File: src/rtl/nbs_pkg.sv
package nbs_pkg;
  typedef enum logic [1:0] {
    K_CMD  = 2'd0,
    K_ADDR = 2'd1,
    K_WR   = 2'd2,
    K_RD   = 2'd3
  } kind_t;

  typedef enum logic [3:0] {
    S_IDLE, S_CES, S_ASU, S_DSU, S_HLD, S_GAP, S_CEH,
    S_RBSY, S_RPRE, S_RLO, S_RHI
  } st_t;
endpackage

File: src/rtl/nbs_cfg_latch.sv
module nbs_cfg_latch #(
  parameter int CW = 4
) (
  input  logic                clk,
  input  logic                rst,
  input  logic                load,
  input  logic [2:0][CW-1:0]  cnt_i,
  output logic [2:0][CW-1:0]  cnt_o
);
  // field 0: address setup (0 allowed); fields 1,2: data setup/hold (min 1)
  for (genvar i = 0; i < 3; i++) begin : g_field
    localparam logic [CW-1:0] MINV = (i == 0) ? '0 : CW'(1);
    logic [CW-1:0] q;
    always_ff @(posedge clk) begin
      if (rst)       q <= MINV;
      else if (load) q <= (cnt_i[i] < MINV) ? MINV : cnt_i[i];
    end
    assign cnt_o[i] = q;
  end
endmodule

File: src/rtl/nbs_fsm.sv
module nbs_fsm import nbs_pkg::*; #(
  parameter int CW = 4,
  parameter int DW = 8
) (
  input  logic          clk,
  input  logic          rst,
  input  logic          req_valid,
  output logic          req_ready,
  input  logic [1:0]    req_kind,
  input  logic [DW-1:0] req_byte,
  input  logic          req_last,
  input  logic          rdy,
  input  logic [CW-1:0] as_c,
  input  logic [CW-1:0] ds_c,
  input  logic [CW-1:0] dh_c,
  output logic          burst_start,
  output st_t           st_q,
  output st_t           st_d,
  output kind_t         kind_d,
  output logic [DW-1:0] byte_d
);
  localparam int NW = CW + 1;

  logic [NW-1:0] cnt_q, cnt_d;
  kind_t         kind_q;
  logic [DW-1:0] byte_q;
  logic          last_q, last_d;
  logic          accept, go_w, go_r, fin;
  logic [NW-1:0] as_w, ds_w, dh_w;

  assign as_w = NW'(as_c);
  assign ds_w = NW'(ds_c);
  assign dh_w = NW'(dh_c);

  always_comb begin
    st_d      = st_q;
    cnt_d     = (cnt_q != '0) ? cnt_q - NW'(1) : '0;
    kind_d    = kind_q;
    byte_d    = byte_q;
    last_d    = last_q;
    req_ready = (st_q == S_IDLE) || (st_q == S_GAP);
    accept    = req_ready && req_valid;
    go_w      = 1'b0;
    go_r      = 1'b0;
    fin       = 1'b0;
    if (accept) begin
      kind_d = kind_t'(req_kind);
      byte_d = req_byte;
      last_d = req_last;
    end
    case (st_q)
      S_IDLE: if (accept) st_d = S_CES;
      S_CES:  if (kind_q == K_RD) go_r = 1'b1; else go_w = 1'b1;
      S_GAP:  if (accept) begin
                if (kind_t'(req_kind) == K_RD) go_r = 1'b1; else go_w = 1'b1;
              end
      S_ASU:  if (cnt_q == '0) begin st_d = S_DSU; cnt_d = ds_w - NW'(1); end
      S_DSU:  if (cnt_q == '0) begin st_d = S_HLD; cnt_d = dh_w - NW'(1); end
      S_HLD:  if (cnt_q == '0) fin = 1'b1;
      S_RBSY: if (rdy) begin st_d = S_RPRE; cnt_d = as_w + NW'(1); end
      S_RPRE: if (cnt_q == '0) begin st_d = S_RLO; cnt_d = ds_w - NW'(1); end
      S_RLO:  if (cnt_q == '0) begin st_d = S_RHI; cnt_d = dh_w - NW'(1); end
      S_RHI:  if (cnt_q == '0) fin = 1'b1;
      S_CEH:  st_d = S_IDLE;
      default: st_d = S_IDLE;
    endcase
    if (go_r) st_d = S_RBSY;
    if (go_w) begin
      if (as_w == '0) begin st_d = S_DSU; cnt_d = ds_w - NW'(1); end
      else            begin st_d = S_ASU; cnt_d = as_w - NW'(1); end
    end
    if (fin) st_d = last_q ? S_CEH : S_GAP;
  end

  assign burst_start = accept && (st_q == S_IDLE);

  always_ff @(posedge clk) begin
    if (rst) begin
      st_q   <= S_IDLE;
      cnt_q  <= '0;
      kind_q <= K_CMD;
      byte_q <= '0;
      last_q <= 1'b0;
    end else begin
      st_q   <= st_d;
      cnt_q  <= cnt_d;
      kind_q <= kind_d;
      byte_q <= byte_d;
      last_q <= last_d;
    end
  end

  // no progress toward the read strobe while the device reports busy
  a_r7_busy_wait: assert property (@(posedge clk) disable iff (rst)
    (st_q == S_RBSY && !rdy) |=> (st_q == S_RBSY));

  // a request taken while idle opens a burst with the chip-enable setup cycle
  a_r8_burst_open: assert property (@(posedge clk) disable iff (rst)
    (req_valid && req_ready && st_q == S_IDLE) |=> (st_q == S_CES));
endmodule

File: src/rtl/nbs_pins.sv
module nbs_pins import nbs_pkg::*; #(
  parameter int DW = 8
) (
  input  logic          clk,
  input  logic          rst,
  input  st_t           st_q,
  input  st_t           st_d,
  input  kind_t         kind_d,
  input  logic [DW-1:0] byte_d,
  input  logic [DW-1:0] dq_in,
  input  logic          req_ready,
  output logic          ce_n,
  output logic          cle,
  output logic          ale,
  output logic          we_n,
  output logic          re_n,
  output logic [DW-1:0] dq_out,
  output logic          dq_oe,
  output logic          rd_valid,
  output logic [DW-1:0] rd_byte
);
  logic in_w, cap;

  always_comb begin
    in_w = (st_d == S_ASU) || (st_d == S_DSU) || (st_d == S_HLD);
    cap  = (st_q == S_RLO) && (st_d == S_RHI);
  end

  always_ff @(posedge clk) begin
    if (rst) begin
      ce_n     <= 1'b1;
      cle      <= 1'b0;
      ale      <= 1'b0;
      we_n     <= 1'b1;
      re_n     <= 1'b1;
      dq_out   <= '0;
      dq_oe    <= 1'b0;
      rd_valid <= 1'b0;
      rd_byte  <= '0;
    end else begin
      ce_n     <= (st_d == S_IDLE);
      cle      <= in_w && (kind_d == K_CMD);
      ale      <= in_w && (kind_d == K_ADDR);
      we_n     <= (st_d != S_DSU);
      re_n     <= (st_d != S_RLO);
      dq_out   <= byte_d;
      dq_oe    <= in_w;
      rd_valid <= cap;
      if (cap) rd_byte <= dq_in;
    end
  end

  // the two strobes never overlap
  a_r2_strobe_excl: assert property (@(posedge clk) disable iff (rst)
    !(!we_n && !re_n));
  // at most one latch enable at a time
  a_r3_latch_excl: assert property (@(posedge clk) disable iff (rst)
    !(cle && ale));
  // any bus activity happens under chip enable
  a_r4_ce_covers: assert property (@(posedge clk) disable iff (rst)
    (!we_n || !re_n || cle || ale || dq_oe) |-> !ce_n);
  // bus driven whenever the write strobe is low, released under the read strobe
  a_r5_bus_drive: assert property (@(posedge clk) disable iff (rst)
    (!we_n |-> dq_oe) and (!re_n |-> !dq_oe));
  // read valid is a single-cycle pulse
  a_r6_valid_pulse: assert property (@(posedge clk) disable iff (rst)
    rd_valid |=> !rd_valid);
  // the request port stays closed while a strobe is low
  a_r8_ready_quiet: assert property (@(posedge clk) disable iff (rst)
    req_ready |-> (we_n && re_n));
endmodule

File: src/rtl/nand_bus_seq.sv
module nand_bus_seq import nbs_pkg::*; #(
  parameter int CW = 4
) (
  input  logic          clk,
  input  logic          rst,
  input  logic          req_valid,
  output logic          req_ready,
  input  logic [1:0]    req_kind,
  input  logic [7:0]    req_byte,
  input  logic          req_last,
  input  logic [CW-1:0] cfg_as,
  input  logic [CW-1:0] cfg_ds,
  input  logic [CW-1:0] cfg_dh,
  input  logic          nand_rdy,
  output logic          nand_ce_n,
  output logic          nand_cle,
  output logic          nand_ale,
  output logic          nand_we_n,
  output logic          nand_re_n,
  output logic [7:0]    nand_dq_out,
  output logic          nand_dq_oe,
  input  logic [7:0]    nand_dq_in,
  output logic          rd_valid,
  output logic [7:0]    rd_byte
);
  localparam int DW = 8;

  logic [2:0][CW-1:0] cnt_in, cnt_lat;
  logic               burst_start;
  st_t                st_q, st_d;
  kind_t              kind_d;
  logic [DW-1:0]      byte_d;

  assign cnt_in = {cfg_dh, cfg_ds, cfg_as};

  nbs_cfg_latch #(.CW(CW)) u_cfg (
    .clk(clk), .rst(rst), .load(burst_start), .cnt_i(cnt_in), .cnt_o(cnt_lat)
  );

  nbs_fsm #(.CW(CW), .DW(DW)) u_fsm (
    .clk(clk), .rst(rst),
    .req_valid(req_valid), .req_ready(req_ready), .req_kind(req_kind),
    .req_byte(req_byte), .req_last(req_last), .rdy(nand_rdy),
    .as_c(cnt_lat[0]), .ds_c(cnt_lat[1]), .dh_c(cnt_lat[2]),
    .burst_start(burst_start), .st_q(st_q), .st_d(st_d),
    .kind_d(kind_d), .byte_d(byte_d)
  );

  nbs_pins #(.DW(DW)) u_pins (
    .clk(clk), .rst(rst), .st_q(st_q), .st_d(st_d), .kind_d(kind_d),
    .byte_d(byte_d), .dq_in(nand_dq_in), .req_ready(req_ready),
    .ce_n(nand_ce_n), .cle(nand_cle), .ale(nand_ale), .we_n(nand_we_n),
    .re_n(nand_re_n), .dq_out(nand_dq_out), .dq_oe(nand_dq_oe),
    .rd_valid(rd_valid), .rd_byte(rd_byte)
  );
endmodule

File: config.mk
export PLATFORM = sky130hd
export DESIGN_NAME = nand_bus_seq
export DESIGN_NICKNAME = d
export VERILOG_FILES = /design/src/rtl/nbs_pkg.sv /design/src/rtl/nbs_cfg_latch.sv /design/src/rtl/nbs_fsm.sv /design/src/rtl/nbs_pins.sv /design/src/rtl/nand_bus_seq.sv
export SDC_FILE = /design/constraint.sdc
export NUM_CORES = 1
export LEC_CHECK = 0
export BUFFER_PORTS_ARGS = -buffer_cell sky130_fd_sc_hd__buf_4
export CAP_MARGIN = 25
export CORE_ASPECT_RATIO = 1.1
export CORE_MARGIN = 10
export CORE_UTILIZATION = 50
export CTS_CLUSTER_DIAMETER = 40
export DETAILED_ROUTE_END_ITERATION = 10
export GPL_ROUTABILITY_DRIVEN = 0
export MAX_ROUTING_LAYER = met4
export PLACE_DENSITY = 0.83
export SETUP_SLACK_MARGIN = 0.5
export SYNTH_ARGS = -nofsm -noshare
export SYNTH_HDL_FRONTEND = slang
export SYNTH_SLANG_ARGS = --single-unit
File: constraint.sdc
create_clock -name clk -period 2.8 [get_ports clk]
set_clock_uncertainty 0.2 [all_clocks]
set_input_delay 0.56 -clock clk [delete_from_list [all_inputs] [get_ports clk]]
set_output_delay 0.56 -clock clk [all_outputs]
set_load 0.01 [all_outputs]
==> flow_summary.toml <==
[outcome]
outcome = "finished clean"

[timing]
layout_min_cycle_time_ns = 2.397
grt_setup_unrepaired = "yes"
setup-tns-final_ns = 0
worst_slew_pin_slew_ns = 0.5994
setup_viol = 0
finalCritPeriodShare_pct = 85.60
hold_violations = 0
slew_violations = 0
fmax_mhz = 417.2
max-slew-margin-rel_pct = 60.04

[routing]
vias = 2336
vias_per_cell = 5.782
dr.pass1.iters = 4
ant_nets = 0
drtIter0Drc = 320
drc = 0
wl_um = 6500
wire_per_inst_um = 16.09

[synthesis]
synth_edf_count = 0
synth_top_area_share_pct = 38.37
ys_top_cells_by_area = "dfxtp_1 38%, mux2i_1 15%, nor2_1 8.1%"
yosysMostFrequentCell = "nor2_1"
yosysWarnings = 0
synthCells = 281
avgSynthCellArea_um2 = 8.727
async_reset_ff_share_pct = 0
yosysSeqAreaShare_pct = 38.37
ys_ff_latch = 47
ys.flop_type = "dfxtp_1"
syn_nets = 322
ys_types = 51
synth_common_cells = "53 x nor2_1, 47 x dfxtp_1, 37 x mux2i_1, 15 x inv_1, 10 x clkbuf_1"
synth_area_um2 = 2452
yosysTopAreaCell = "dfxtp_1"

[critical_path]
slowest_delay_ns = 0.47
startpoint_type = "flop"
path_buf_inv = 3
crit_chain = "inv_2 -> ha_4 -> nor4b_4 -> buf_4 -> a21o_1 -> a222oi_1 -> buf_4 -> nand2_1 -> or3_1"
critical_path.max_fanout = 4
path_class = "flop to flop"
cp_common_cell = "buf_4"
required_ns = 2.78
cp_top_family = "compound AO/OA/AOI/OAI gates"
crit_path_end_kind = "flop"
cp.arrival_ns = 2.38
cp_slowest_cell = "a222oi_1"

[global_route]
grtUsageTotal_pct = 16.19
grt_overflow = 0
grt_start_max_net_pins = 44
grt_pass1_wl_um = 10790
grt_antenna_before_repair = 0
grt_pass1_vias = 2367

[die]
start_util_pct = 52.35
rows = 26
coreArea_um2 = 4684
die-height_um = 93.45
fp.dieW_um = 86.78
die_area_um2 = 8109
io_pins = 59

[clock_network]
cts_tree = "done"
clock_path_buffers = 2
root_buffer = "clkbuf_8"
clock_sinks = 47
cts.reportedPaths.clkPinSlew_ns = 0.09
cts_hold_buf = 0
h-tree-depth = 2
cts_inserted_buffers = 5
clk-insertion-delay-late_ns = 0.29

[finish]
syn2layout_area_growth_pct = 30.61
layout.nets = 389
antenna_cells = 0
drive_gt1_share_pct = 29.02
finalNonFillerCells = 404

[power_and_ir_drop]
leakage_uw = 0.001532
powerDensity_nw_per_um2 = 910.9
ir_drop_v = 0.0004999
total_power_uw = 2918

[min_path]
hold_class = "input pin to flop"

[placement]
dp_hpwl_um = 4677
place_inst = 387
io_buffers = 58

[run]
cap_viol_max_count = 0
## placed cells by master, fill, tap and decap left out, types with 2 or more instances in the layout
master and instances:
a211oi_1 6, a21boi_1 2, a21oi_1 5, a311oi_1 2
a31oi_1 5, buf_4 76, clkbuf_8 5, dfxtp_1 42
dfxtp_2 5, ha_1 5, inv_1 13, inv_2 3
mux2i_1 37, nand2_1 9, nand3_1 6, nand3b_1 3
nand4_1 2, nor2_1 53, nor2b_1 3, nor3_1 8
nor3b_1 5, o211ai_1 6, o21ai_0 2, o21ai_1 4
o22ai_1 2, xnor2_1 5, xor2_1 5
## kinds of logic after synthesis
group / count (synthesis) / synth area share, %
simple gates: 99 / 19.54
compound gates: 49 / 15.00
flops: 47 / 38.37
mux: 37 / 15.10
buf+inv: 33 / 5.357
xor+xnor: 10 / 3.571
fa+ha+maj: 6 / 3.061
## tightest hold or removal path, stage by stage
cell	delay (ns)
buf_4	0.07
mux2i_1	0.05
nor2_1	0.07
## routing by layer
layer / routed length, um / GRT usage, % / vias to the layer above
li1: - / - / 1123
met1: 2773 / 18.20 / 1091
met2: 3233 / 27.96 / 105
met3: 357 / 2.865 / 17
met4: 135 / 5.811 / 0
met5: 0 / - / -
## timing repair
item,in CTS,in global routing
pin swaps,1,2
gates resized for setup,6,2
gates cloned,0,0
endpoints found under the setup margin,4,5
setup buffers,5,5
## sequential cells by signal, summed over array words and instances (netlist names), 2 cells and up
| signal | cells |
|---|---|
| u_fsm.st_q | 4 |
| u_pins.rd_byte | 8 |
| u_pins.dq_out | 8 |
| u_cfg.g_field.q | 12 |
| u_fsm.kind_q | 2 |
| u_fsm.cnt_q | 5 |
## worst paths after layout
kind,startpoint,end,slack [ns],cells after the start
worst max-delay path,u_fsm.cnt_q[1],u_pins.we_n,0.40,9
worst max register to register,u_fsm.cnt_q[1],u_pins.we_n,0.40,9
worst min register to register,u_pins.dq_out[2],u_pins.dq_out[2],0.30,2
worst min-delay path,cfg_as[1],u_cfg.g_field[0].q[1],0.29,3
## through the flow
| stage | util [%] | hold slack, ns | worst slack (ns) | area (um2) |
|---|---|---|---|---|
| global route | 68.38 | 0.3055 | 0.3821 | 3203 |
| CTS | 67.52 | 0.2884 | 0.5016 | 3163 |
| floorplan | - | 0.2636 | 0.5013 | 2484 |
| finish | 68.38 | 0.2895 | 0.4031 | 3203 |
| global placement | 63.65 | 0.2758 | 0.5075 | 2982 |
| detailed placement | 63.65 | 0.2849 | 0.3427 | 2982 |
## cell type report
type	instances	area [um2]
sequential	47	947.2
fill	395	1481
multi-input combinational	201	1429
clock buffer	5	68.82
inverter	16	60.06
clock inverter	2	37.54
timing repair buffer	77	590.6
tap	56	70.07
## power breakdown
part           switching, uW  internal (uW)
clock                    228            261
sequential               165            811
combinational            722            731
(Power assumes the default switching activity.)
